`src/rtl/sync_rx_master.sv`:
```
module sync_rx_master #(
  parameter int DIV_W  = 16,
  parameter int DATA_W = 8
) (
  input  logic              clk,
  input  logic              rst_n,
  input  logic              port_en,
  input  logic              cont_en,
  input  logic              single_go,
  input  logic              nine_bit,
  input  logic              wide_div,
  input  logic              clk_idle_high,
  input  logic              irq_en,
  input  logic              rd_strobe,
  input  logic              sdata_in,
  input  logic [DIV_W-1:0]  div_val,
  output logic              sclk,
  output logic              single_busy,
  output logic              rx_done,
  output logic              overrun,
  output logic              irq,
  output logic              rx_bit9,
  output logic [DATA_W-1:0] rx_data
);
  localparam int HALF = DIV_W / 2;
  localparam int BW   = $clog2(DATA_W + 2);

  logic [DIV_W-1:0] div_cnt, lim;
  logic [BW-1:0]    bit_cnt;
  logic [DATA_W:0]  shreg, word;
  logic phase, active, tick, sample, last_bit, word_done, buf_held, cont_q, cont_fall;

  assign lim       = wide_div ? div_val : {{(DIV_W-HALF){1'b0}}, div_val[HALF-1:0]};
  assign active    = port_en & (cont_en | single_busy);
  assign tick      = active & (div_cnt == lim);
  assign sample    = tick & phase;
  assign last_bit  = bit_cnt == (nine_bit ? BW'(DATA_W) : BW'(DATA_W-1));
  assign word_done = sample & last_bit;
  assign word      = {sdata_in, shreg[DATA_W:1]};
  assign buf_held  = rx_done & ~rd_strobe;
  assign cont_fall = cont_q & ~cont_en;
  assign sclk      = phase ^ clk_idle_high;
  assign irq       = rx_done & irq_en;

  always_ff @(posedge clk or negedge rst_n) begin
    if (!rst_n) begin
      div_cnt <= '0;
      phase   <= 1'b0;
      bit_cnt <= '0;
      shreg   <= '0;
    end else if (!active) begin
      div_cnt <= '0;
      phase   <= 1'b0;
      bit_cnt <= '0;
    end else begin
      div_cnt <= tick ? '0 : div_cnt + 1'b1;
      if (tick) phase <= ~phase;
      if (sample) begin
        shreg   <= word;
        bit_cnt <= word_done ? '0 : bit_cnt + 1'b1;
      end
    end
  end

  always_ff @(posedge clk or negedge rst_n) begin
    if (!rst_n) begin
      single_busy <= 1'b0;
      cont_q      <= 1'b0;
      rx_done     <= 1'b0;
      overrun     <= 1'b0;
      rx_bit9     <= 1'b0;
      rx_data     <= '0;
    end else begin
      cont_q <= cont_en;
      if (!port_en)                     single_busy <= 1'b0;
      else if (single_go)               single_busy <= 1'b1;
      else if (word_done && !cont_en)   single_busy <= 1'b0;
      if (word_done && !buf_held) begin
        rx_done <= 1'b1;
        rx_data <= nine_bit ? word[DATA_W-1:0] : word[DATA_W:1];
        rx_bit9 <= nine_bit & word[DATA_W];
      end else if (rd_strobe) begin
        rx_done <= 1'b0;
      end
      if (cont_fall)                    overrun <= 1'b0;
      else if (word_done && buf_held)   overrun <= 1'b1;
    end
  end


  idle_level_chk: assert property (@(posedge clk) disable iff (!rst_n)
    !port_en |=> (sclk == clk_idle_high));

  single_clear_chk: assert property (@(posedge clk) disable iff (!rst_n)
    (word_done && !cont_en && !single_go && port_en) |=> !single_busy);

  overrun_set_chk: assert property (@(posedge clk) disable iff (!rst_n)
    (word_done && rx_done && !rd_strobe && !cont_fall) |=> overrun);

  keep_old_chk: assert property (@(posedge clk) disable iff (!rst_n)
    (word_done && rx_done && !rd_strobe) |=> ($stable(rx_data) && $stable(rx_bit9)));

  read_clear_chk: assert property (@(posedge clk) disable iff (!rst_n)
    (rd_strobe && !word_done) |=> !rx_done);

  cont_clear_chk: assert property (@(posedge clk) disable iff (!rst_n)
    cont_fall |=> !overrun);
endmodule

```
`config.mk`:
```
export PLATFORM = sky130hd
export DESIGN_NAME = sync_rx_master
export DESIGN_NICKNAME = d
export VERILOG_FILES = /design/src/rtl/sync_rx_master.sv
export SDC_FILE = /design/constraint.sdc
export NUM_CORES = 1
export LEC_CHECK = 0
export BUFFER_PORTS_ARGS = -buffer_cell sky130_fd_sc_hd__buf_2
export CAP_MARGIN = 0
export CORE_MARGIN = 2
export CORE_UTILIZATION = 36
export CTS_CLUSTER_SIZE = 24
export DETAILED_ROUTE_END_ITERATION = 8
export SETUP_SLACK_MARGIN = 0.3
export SLEW_MARGIN = 20
export SYNTH_ARGS = -nofsm -noshare
export SYNTH_HDL_FRONTEND = slang
export SYNTH_SLANG_ARGS = --single-unit
```
`constraint.sdc`:
```
create_clock -name clk -period 2.35 [get_ports clk]
set_input_delay 0.47 -clock clk [delete_from_list [all_inputs] [get_ports clk]]
set_output_delay 0.47 -clock clk [all_outputs]
set_load 0.005 [all_outputs]
```
==> impl_metrics.ini <==
[synthesis]
synthesis.area_um2 = 2290
synth_ff_type = dfrtp_1
synthDistinctLibCells = 47
netlist_instances = 203
syn-num-nets = 232
yosys-top-cells-area = dfrtp_1 (46%), xor2_1 (6.5%), mux2_2 (5.9%)
yosysTopAreaCellShare = 0.460
yosys_warnings = 0
avgSynthCellArea_um2 = 11.3
ys_seq_area_frac = 0.460
ys_ff_latch = 42
synth_edf_count = 0
synthTopCellsByCount = dfrtp_1 (42), nor2_1 (27), xor2_1 (17), nand2_1 (15), mux2_2 (12)
yosysMostFrequentCell = dfrtp_1
yosysTopAreaCell = dfrtp_1
async_reset_ff_frac = 1.00

[setup_path]
path_class = reg2reg
crit_path_start_kind = register
cp_max_fo = 14
end_kind = register
cp.required_ns = 2.54
reg2regPathDepth = 7
worstPathArrival_ns = 2.32

[clock_tree]
h-tree-depth = 2
clk_pin_slew_worst_paths_ns = 0.08
cts-root-buf = clkbuf_8
clock-sinks = 42
cts_buffers = 5
clk_path_buf_depth = 2
clk_latency_ns = 0.29
cts_tree = done

[routing]
ant_nets = 0
drt_wl_total_mm = 4.46
drtIter0Drc = 43
drc = 0
vias = 1651
dr.pass1.iters = 4
routedWlPerCell_um = 13.1
viasPerCell = 4.86

[pwr]
powerDensity_nw_per_um2 = 482
ir_drop_mv = 0.389
p_leak_nw = 1.41

[cells_and_area]
drive_gt1_frac = 0.445
nNetsFinal = 291
num_antenna_cells = 0
syn_to_final_growth_pct = 29.0

[sta]
period_minus_slack_ns = 2.14
max_freq_mhz = 468
grt_setup_unrepaired = true
setup_viol = 0
min_period_over_period = 0.909
fin_ws_ns = 0.213
maxSlewViolCount = 0
finalHoldViolCount = 0
tightest_slew_ns = 0.494
final.setup.tns_ns = 0
skew_ns = 0.00690
slew_headroom = 0.670

[placement]
dp_hpwl_mm = 3.08
dpl_worst_slack_ns = 0.0671
place_congestion = 0.750
portBuffers = 40

[run_status]
outcome = complete, no violations

[global_route]
grt_overflow_total = 0
grt_usage = 0.128
grt_start_max_net_pins = 22
grt_pass1_wl_mm = 7.19
antenna_found_initial = 0
grt_pass1_vias = 1590

[die]
start_util = 0.366
ioPinCount = 41
die_h_um = 83.7
fp-row-count = 29
core_area_um2 = 6240
die_area_um2 = 7000
fp.dieW_um = 83.7

[job]
cap_violations = 0

[hold_path]
hold_path.class = in2async
## cell type report
cell class	instances	area (um2)
Timing Repair Buffer	56	369
Tap cell	77	96.3
Sequential cell	42	1050
Multi-Input combinational cell	153	1310
Clock buffer	7	76.3
Inverter	4	15.0
Clock inverter	1	30.0
Fill cell	598	3290
## through the flow
stage	std cells	hold WS, ns	util	total power [mW]	instance area (um2)
6_report	340	0.131	0.472	1.42	2950
5_1_grt	340	0.164	0.472	1.49	2950
4_1_cts	337	0.140	0.446	1.42	2790
2_1_floorplan	203	0.174	-	0.795	2290
3_3_place_gp	322	0.404	0.418	0.850	2610
3_5_place_dp	322	0.407	0.418	0.851	2610
## layout by cell type (no fill, tap or decap), drive strengths merged, types with 2 or more instances in the layout
cell type  count
a21oi          2
a31o           3
and2           3
and3           6
buf           56
clkbuf         7
dfrtp         42
ha             2
inv            4
mux2          24
nand2         15
nand2b         2
nand3         10
nand4          3
nor2          27
nor3           2
nor4           2
nor4bb         2
o21ai          6
o31ai          2
xnor2         11
xor2          17
## per-layer routing
layer / wire length, um / track usage
met4: 39 / 0.0440
met3: 197 / 0.0356
met2: 2080 / 0.194
met5: 0 / 0
met1: 2150 / 0.176
## worst paths after layout
check                                startpoint                   end  slack (ns)
setup / recovery           div_cnt[3]$_DFF_PN0_  shreg[2]$_DFFE_PN0P_        0.21
hold / removal                            rst_n   overrun$_DFFE_PN0P_        0.13
setup reg to reg           div_cnt[3]$_DFF_PN0_  shreg[2]$_DFFE_PN0P_        0.21
hold reg to reg                cont_q$_DFF_PN0_   overrun$_DFFE_PN0P_        0.41
max in group asynchronous                 rst_n  div_cnt[0]$_DFF_PN0_        1.67
min in group clk                        cont_en      cont_q$_DFF_PN0_        0.33
## worst max-delay path: stages, from the launching register on
cell,delay [ns]
dfrtp_1,0.39
xor2_1,0.15
nor4_2,0.37
nand4_2,0.21
buf_4,0.19
nor4_4,0.19
buf_12,0.19
mux2_2,0.33
## where the power goes
group | internal [mW] | total, mW | switching [mW]
clock network | 0.318 | 0.562 | 0.244
registers | 0.727 | 0.732 | 0.00503
logic | 0.0557 | 0.128 | 0.0720
## state kept, by name, indices dropped and copies added, names as in the netlist
signal and cells:
div_cnt 16, rx_data 8, shreg 8, bit_cnt 4, cont_q 1, overrun 1
phase 1, rx_bit9 1, rx_done 1, single_busy 1
## cell families after synthesis
group                      after synthesis  synth area share
AOI/OAI and AO/OA                       22            0.0772
xor gates and xnor gates                28             0.107
adders and majority gates                2            0.0109
buffers and inverters                    9            0.0235
DFF                                     42             0.460
muxes                                   25             0.136
and+or+nand+nor                         75             0.186
## repair_timing
action / 4_1_cts / 5_1_grt
pin swaps: 1 / 12
gates cloned: 1 / 1
buffers inserted: 6 / 2
hold endpoints to repair: 0 / 0
setup endpoints to repair: 34 / 35
gates resized for setup: 3 / 40
hold buffers: 0 / 0
(Power assumes the default switching activity.)
